[src/rtl/keygen_pkg.sv]
package keygen_pkg;
   localparam int NCLASS = 4;

   typedef enum logic [1:0] {
      CL_LOWER = 2'd0,
      CL_DIGIT = 2'd1,
      CL_UPPER = 2'd2,
      CL_OTHER = 2'd3
   } chclass_e;

   // byte to class mapping
   function automatic chclass_e classify(input logic [7:0] ch);
      if (ch >= 8'h61 && ch <= 8'h7a) return CL_LOWER;
      if (ch >= 8'h30 && ch <= 8'h39) return CL_DIGIT;
      if (ch >= 8'h41 && ch <= 8'h5a) return CL_UPPER;
      return CL_OTHER;
   endfunction
endpackage

[src/rtl/kg_class_tally.sv]
module kg_class_tally
   import keygen_pkg::*;
#(
   parameter int CW = 8
) (
   input  logic          clk,
   input  logic          rst_n,
   input  logic          inc,
   input  logic          clr,
   input  logic [7:0]    ch,
   output logic [CW-1:0] win_x,
   output logic [CW-1:0] win_y
);
   localparam logic [CW-1:0] CMAX = '1;

   logic [NCLASS-1:0][CW-1:0] cnt_q, cnt_n;
   logic [1:0]                cls_idx;
   logic [1:0]                best;

   assign cls_idx = classify(ch);

   // counts including the byte presented this cycle
   always_comb begin
      cnt_n = cnt_q;
      for (int i = 0; i < NCLASS; i++) begin
         if (inc && cls_idx == 2'(i) && cnt_q[i] != CMAX)
            cnt_n[i] = cnt_q[i] + 1'b1;
      end
   end

   // strict maximum, lowest class index keeps a tie
   always_comb begin
      best = 2'd0;
      for (int i = 1; i < NCLASS; i++) begin
         if (cnt_n[i] > cnt_n[best]) best = 2'(i);
      end
   end

   assign win_x = cnt_n[best];
   assign win_y = cnt_n[best + 2'd1];

   always_ff @(posedge clk or negedge rst_n) begin
      if (!rst_n)   cnt_q <= '0;
      else if (inc) cnt_q <= clr ? '0 : cnt_n;
   end
endmodule

[src/rtl/kg_hash_eval.sv]
module kg_hash_eval #(
   parameter int VW = 32,
   parameter int CW = 8
) (
   input  logic          clk,
   input  logic          rst_n,
   input  logic          start,
   input  logic [CW-1:0] x,
   input  logic [CW-1:0] y,
   output logic          done,
   output logic [VW-1:0] val
);
   localparam logic [VW-1:0] MAXV = '1;

   logic          busy_q;
   logic [VW-1:0] acc_q;
   logic [CW-1:0] x_q, y_q, left_q;
   logic [VW+CW-1:0] mul;
   logic [VW-1:0]    mul_sat;
   logic [2*CW-1:0]  xy;

   assign mul     = acc_q * x_q;
   assign mul_sat = (mul > {{CW{1'b0}}, MAXV}) ? MAXV : mul[VW-1:0];
   assign xy      = x_q * y_q;

   // one multiply per cycle, saturating, then subtract x*y
   always_ff @(posedge clk or negedge rst_n) begin
      if (!rst_n) begin
         busy_q <= 1'b0;
         acc_q  <= '0;
         x_q    <= '0;
         y_q    <= '0;
         left_q <= '0;
         done   <= 1'b0;
         val    <= '0;
      end else begin
         done <= 1'b0;
         if (start) begin
            busy_q <= 1'b1;
            acc_q  <= VW'(1);
            x_q    <= x;
            y_q    <= y;
            left_q <= y;
         end else if (busy_q) begin
            if (left_q == '0) begin
               val    <= acc_q - VW'(xy);
               done   <= 1'b1;
               busy_q <= 1'b0;
            end else begin
               acc_q  <= mul_sat;
               left_q <= left_q - 1'b1;
            end
         end
      end
   end
endmodule

[src/rtl/kg_prime_trial.sv]
module kg_prime_trial #(
   parameter int VW = 32
) (
   input  logic          clk,
   input  logic          rst_n,
   input  logic          start,
   input  logic [VW-1:0] n,
   output logic          done,
   output logic          is_prime
);
   logic          busy_q;
   logic [VW-1:0] n_q, d_q, rem;
   logic [2*VW-1:0] dsq;

   assign dsq = d_q * d_q;
   assign rem = n_q % d_q;

   // one divisor per cycle while divisor squared does not exceed n
   always_ff @(posedge clk or negedge rst_n) begin
      if (!rst_n) begin
         busy_q   <= 1'b0;
         n_q      <= '0;
         d_q      <= VW'(2);
         done     <= 1'b0;
         is_prime <= 1'b0;
      end else begin
         done <= 1'b0;
         if (start) begin
            busy_q <= 1'b1;
            n_q    <= n;
            d_q    <= VW'(2);
         end else if (busy_q) begin
            if (n_q < VW'(2)) begin
               done <= 1'b1; is_prime <= 1'b0; busy_q <= 1'b0;
            end else if (dsq > {{VW{1'b0}}, n_q}) begin
               done <= 1'b1; is_prime <= 1'b1; busy_q <= 1'b0;
            end else if (rem == '0) begin
               done <= 1'b1; is_prime <= 1'b0; busy_q <= 1'b0;
            end else begin
               d_q <= d_q + 1'b1;
            end
         end
      end
   end
endmodule

[src/rtl/charclass_keygen.sv]
module charclass_keygen
   import keygen_pkg::*;
#(
   parameter int VW = 32,
   parameter int CW = 8
) (
   input  logic          clk,
   input  logic          rst_n,
   input  logic          in_valid,
   input  logic [7:0]    in_byte,
   input  logic          in_last,
   output logic          busy,
   output logic          key_done,
   output logic          key_err,
   output logic [VW-1:0] key
);
   generate
      if (CW < 2) begin : g_bad_cw
         $error("charclass_keygen: CW must be at least 2");
      end
      if (VW < 2 * CW) begin : g_bad_vw
         $error("charclass_keygen: VW must hold the product of two counts");
      end
   endgenerate

   typedef enum logic [2:0] {ST_IN, ST_HP, ST_HQ, ST_UP, ST_DN} st_e;

   st_e           st_q;
   logic          sidx_q;
   logic [CW-1:0] px_q, py_q, qx_q, qy_q;
   logic [CW-1:0] win_x, win_y;
   logic [VW-1:0] pval_q, hi_q, cand_q, lowp_q;
   logic          h_go_q, h_done, t_go_q, t_done, t_prime;
   logic [VW-1:0] h_val;
   logic          take;
   logic [VW:0]   psum;

   assign busy = (st_q != ST_IN);
   // bytes count only while collecting
   assign take = in_valid && (st_q == ST_IN);
   assign psum = {1'b0, lowp_q} + {1'b0, cand_q};

   kg_class_tally #(.CW(CW)) u_tally (
      .clk(clk), .rst_n(rst_n), .inc(take), .clr(in_last), .ch(in_byte),
      .win_x(win_x), .win_y(win_y)
   );

   kg_hash_eval #(.VW(VW), .CW(CW)) u_hash (
      .clk(clk), .rst_n(rst_n), .start(h_go_q),
      .x(st_q == ST_HQ ? qx_q : px_q), .y(st_q == ST_HQ ? qy_q : py_q),
      .done(h_done), .val(h_val)
   );

   kg_prime_trial #(.VW(VW)) u_trial (
      .clk(clk), .rst_n(rst_n), .start(t_go_q), .n(cand_q),
      .done(t_done), .is_prime(t_prime)
   );

   always_ff @(posedge clk or negedge rst_n) begin
      if (!rst_n) begin
         st_q     <= ST_IN;
         sidx_q   <= 1'b0;
         px_q     <= '0; py_q <= '0; qx_q <= '0; qy_q <= '0;
         pval_q   <= '0; hi_q <= '0; cand_q <= '0; lowp_q <= '0;
         h_go_q   <= 1'b0;
         t_go_q   <= 1'b0;
         key_done <= 1'b0;
         key_err  <= 1'b0;
         key      <= '0;
      end else begin
         h_go_q   <= 1'b0;
         t_go_q   <= 1'b0;
         key_done <= 1'b0;
         unique case (st_q)
            ST_IN: if (take && in_last) begin
               // first string gives p, second gives q
               if (!sidx_q) begin
                  px_q <= win_x; py_q <= win_y; sidx_q <= 1'b1;
               end else begin
                  qx_q <= win_x; qy_q <= win_y; sidx_q <= 1'b0;
                  st_q <= ST_HP; h_go_q <= 1'b1;
               end
            end
            ST_HP: if (h_done) begin
               pval_q <= h_val; st_q <= ST_HQ; h_go_q <= 1'b1;
            end
            ST_HQ: if (h_done) begin
               cand_q <= (h_val < pval_q) ? h_val : pval_q;
               hi_q   <= (h_val < pval_q) ? pval_q : h_val;
               st_q   <= ST_UP; t_go_q <= 1'b1;
            end
            ST_UP: if (t_done) begin
               if (t_prime) begin
                  lowp_q <= cand_q; cand_q <= hi_q;
                  st_q <= ST_DN; t_go_q <= 1'b1;
               end else if (cand_q == hi_q) begin
                  // range exhausted without a prime
                  key <= '0; key_err <= 1'b1; key_done <= 1'b1; st_q <= ST_IN;
               end else begin
                  cand_q <= cand_q + 1'b1; t_go_q <= 1'b1;
               end
            end
            ST_DN: if (t_done) begin
               if (t_prime) begin
                  // truncated average of the extreme primes
                  key <= VW'(psum >> 1); key_err <= 1'b0; key_done <= 1'b1;
                  st_q <= ST_IN;
               end else begin
                  cand_q <= cand_q - 1'b1; t_go_q <= 1'b1;
               end
            end
            default: st_q <= ST_IN;
         endcase
      end
   end
endmodule

[config.mk]
export PLATFORM = sky130hd
export DESIGN_NAME = charclass_keygen
export DESIGN_NICKNAME = d
export VERILOG_FILES = /design/src/rtl/keygen_pkg.sv /design/src/rtl/kg_class_tally.sv /design/src/rtl/kg_hash_eval.sv /design/src/rtl/kg_prime_trial.sv /design/src/rtl/charclass_keygen.sv
export SDC_FILE = /design/constraint.sdc
export NUM_CORES = 2
export LEC_CHECK = 0
export ABC_AREA = 1
export ABC_CLOCK_PERIOD_IN_PS = 68400
export BUFFER_PORTS_ARGS = -buffer_cell sky130_fd_sc_hd__buf_4
export CORE_MARGIN = 8
export CORE_UTILIZATION = 45
export DETAILED_ROUTE_END_ITERATION = 8
export GPL_TIMING_DRIVEN = 0
export PLACE_DENSITY = 0.68
export SETUP_SLACK_MARGIN = 0.02
export SLEW_MARGIN = 20
export SYNTH_ARGS = -nofsm -noshare
export SYNTH_HDL_FRONTEND = slang
export SYNTH_SLANG_ARGS = --single-unit
[constraint.sdc]
create_clock -name clk -period 68.4 [get_ports clk]
set_input_delay 3.42 -clock clk [delete_from_list [all_inputs] [get_ports clk]]
set_output_delay 3.42 -clock clk [all_outputs]
set_load 0.005 [all_outputs]
==> results.md <==
- Mux contribution to synthesized area: 0.0533%
- MaxCap Viol Count: 0
- Number of DRC markers in iteration 0: 6,808
- Top cell family by delay on the critical path: simple AND/OR/NAND/NOR gates
- Yosys top cell area share: 22.2%
- IO buf count: 46
- Headroom to the max-slew limit: slightly below 20%
- CTS buffer count: 45
- WL met1: ~130,000 um
- Routed vias: 86,300
- Synth Area in Adders: between 30% and 40%
- Post-Route WL: ~300,000 um
- Crit path from: u_trial.d_q[15]$_DFFE_PN0P_
- CP Capture Point: u_trial.d_q[25]$_DFFE_PN0P_
- Number of synthesized register bits: 389
- Routability Congestion: 0.972
- Fin crit share: 93.2%
- Tot GR Track Use: 25.7%
- Remaining antenna violation count: 0
- Type of origin of the critical path: flip-flop
- CTS clk-pin slew, worst paths: 70 ps
- Crit-path max FO: 10
- Routed met3 length: about 21,000 um
- Post-Synthesis Net Count: ~15,000
- Sequential cell area: slightly below 10,000 um2
- Multi-input combinational cell area: 73,800 um2
- Clk_skew: about 64 ps
- Reg2reg path depth: around 440
- XOR/XNOR Fraction of Synth Area: approximately 5.5%
- Most used DFF post-synth: dfrtp_1
- Cell area after placement: 98,200 um2
- Sequential area share after synthesis: 10.4%
- Main combinational cell family by area after synthesis: adder cells
- Synth Area in Simple Gates: ~22%
- Post-synth cell types: 90
- Worst path required time: 68,920 ps
- Initial antenna violation count: 5
- Vias in the first global route: around 83,000
- Crit path buf inv count: 86
- Most used cell, CP: nand2_1
- Die ar.: 223,000 um2
- Fin area: approximately 100,000 um2
- Place WS: -5480 ps
- Compound-Gate Fraction of Synth Area: 12.4%
- Largest net degree at the start of global routing: 98
- Area grow syn2layout: 10.3%
- FFs w/ async S/R, synth: 100%
- Fmax: 15.7 MHz
- Synth top area cells: fa_1 (22%), ha_1 (14%), nand2_1 (12%)
- Hold Vio Cnt, Final: 0
- EDFF count, synth: 0
- Vias/cell: 5.31
- Worst Slack Setup Final: 4650 ps
- Reg2reg start: u_trial.d_q[15]$_DFFE_PN0P_
- Post-Synthesis Cells: 13,200
- WP depth: approximately 440
- DR WL met2: 137,000 um
- Initial Util: 45.3%
- Tmin final: 63,750 ps
- Core footprint: about 210,000 um2
- Slew Viols, Final: 0
- TNS Setup: 0 ps
- CP Class: flip-flop to flip-flop
- Clock sink total: 389
- Final #Nets: about 16,000
- Max Root-Sink Buffers: 3
- Gr ovfl total: 0
- H-tree lvl count: 2
- Cell Area, Synth: 93,900 um2
- Worst skew pair latency: 630 ps
- Top sig layer: met5
- TritonRoute pass-1 iters: 8
- Setup-failing EPs final: 0
- Die X: 473 um
- Ys Warns: 0
- CTS Hold Buffers Added: 0
- Clock root buffer master: clkbuf_16
- CP peak stage delay: 460 ps
- Syn_area_per_cell: 7.13 um2
- Reg2reg setup slack: 4650 ps
- PD cells: 4.94 nW/um2
- Pleak: 62.2 nW
- Global-route wire length before repair: about 460,000 um
- Worst R2R End: u_trial.d_q[25]$_DFFE_PN0P_
- Drt drc: 0
- Worst hold path class: flip-flop to flip-flop
- Layout cells sized above 1: 9.02%
- Cell row count: about 170
- Post-synth top area cell: fa_1
- Fill cells: 20,800
- Die Span Y: around 470 um
- Post-detail-place hpwl: between 200,000 and 250,000 um
- # IOs: 47
- Post-synth top cells: nand2_1 (3,100), inv_1 (2,656), fa_1 (1,040), ha_1 (1,033), a21oi_1 (825)
- Status: finished, final reports clean
- Slowest CP cell: fa_1
- Worst Path Arrival: ~64,000 ps
- Crit. End Element: flip-flop
- VDD IR max: 0.0000177 V
- CTS tree: done
- Drt wl/cell: 18.3 um
- Slew @ Worst Pin: 1210 ps
- Count leader, synth: nand2_1
[layout by cell type, fill, tap and decap left out, types with 105 or more instances in the layout]
cell / instances
a21oi_1: 733
buf_4: 193
clkbuf_1: 303
dfrtp_1: 386
fa_1: 1040
ha_1: 988
inv_1: 2617
nand2_1: 3059
nand2_2: 124
nand3_1: 395
nand4_1: 105
nor2_1: 644
nor3_1: 124
o21ai_0: 636
o21ai_1: 121
xnor2_1: 175
xor2_1: 412
[cell type report]
class / instances / share of cell area [%]
Multi-Input combinational cell: 9626 / 71.2
Inverter: 2711 / 9.94
Sequential cell: 389 / 9.41
Tap cell: 2788 / 3.37
Buffer: 448 / 2.61
Timing Repair Buffer: 198 / 1.81
Clock buffer: 57 / 1.20
Clock inverter: 26 / 0.423
Timing Repair inverter: 1 / 0.00846
Antenna cell: 2 / 0.00483
[sequential cells by signal, summed over array words and instances (netlist names), 32 cells and up]
| signal | count |
|---|---|
| cand_q | 32 |
| hi_q | 32 |
| key | 32 |
| lowp_q | 32 |
| pval_q | 32 |
| u_hash.acc_q | 32 |
| u_hash.val | 32 |
| u_tally.cnt_q | 32 |
| u_trial.d_q | 32 |
| u_trial.n_q | 32 |
[metal layers]
layer  track usage (%)  up-vias
met3              3.45      612
met5                 0        -
li1                  -    41800
met1              34.2    41100
met4              8.85        4
met2              43.2     2759
[worst register-to-register path, delay by kind of cell, from the launching register on]
family | cells | cell delay (ps)
flip-flops | 1 | 410
AND/OR/NAND/NOR | 208 | 24610
AO/OA/AOI/OAI | 112 | 18200
XOR/XNOR | 3 | 550
buffers and inverters | 86 | 9680
adder cells (fa/ha/maj) | 31 | 10030
multiplexers | 1 | 180
[logic make-up after synthesis]
group	Yosys count
and+or+nand+nor	4881
DFF	389
adders and majority gates	2073
muxes	5
AOI/OAI and AO/OA	2079
buffers and inverters	3159
xor gates and xnor gates	587
[power by group]
| group | leakage, nW | internal (W) | switching (W) | total [W] |
|---|---|---|---|---|
| sequential | 5.25 | 0.000230 | 0 | 0.000230 |
| combinational | 56.2 | 0.00000140 | 0.00000525 | 0.00000671 |
| clock | 0.823 | 0.000165 | 0.000110 | 0.000275 |
[how the worst min path moves through the flow]
stage,startpoint,end,slack (ps),cells past startpoint
after global placement,qy_q[4]$_DFFE_PN0P_,qy_q[4]$_DFFE_PN0P_,460,2
final,px_q[7]$_DFFE_PN0P_,px_q[7]$_DFFE_PN0P_,480,2
after detailed placement,qy_q[4]$_DFFE_PN0P_,qy_q[4]$_DFFE_PN0P_,460,2
after global routing,px_q[1]$_DFFE_PN0P_,px_q[1]$_DFFE_PN0P_,500,2
after CTS,qy_q[4]$_DFFE_PN0P_,qy_q[4]$_DFFE_PN0P_,480,2
after floorplan,px_q[0]$_DFFE_PN0P_,px_q[0]$_DFFE_PN0P_,440,2
[repair_timing]
item	CTS	global route
buffers inserted	16	112
setup endpoints to repair	35	35
pin swaps	8	118
gates cloned	0	4
gates resized for setup	119	570
[per-stage QoR]
stage	util [%]	hold WS, ps	std cells	total power (W)
global route	49.9	498	16200	0.000524
finish	49.9	481	16200	0.000512
floorplan	-	444	13200	0.000235
global placement	47.1	458	16000	0.000240
CTS	48.5	479	16100	0.000515
detailed placement	47.4	461	16000	0.000241
Power figures use the tool's default switching activity.
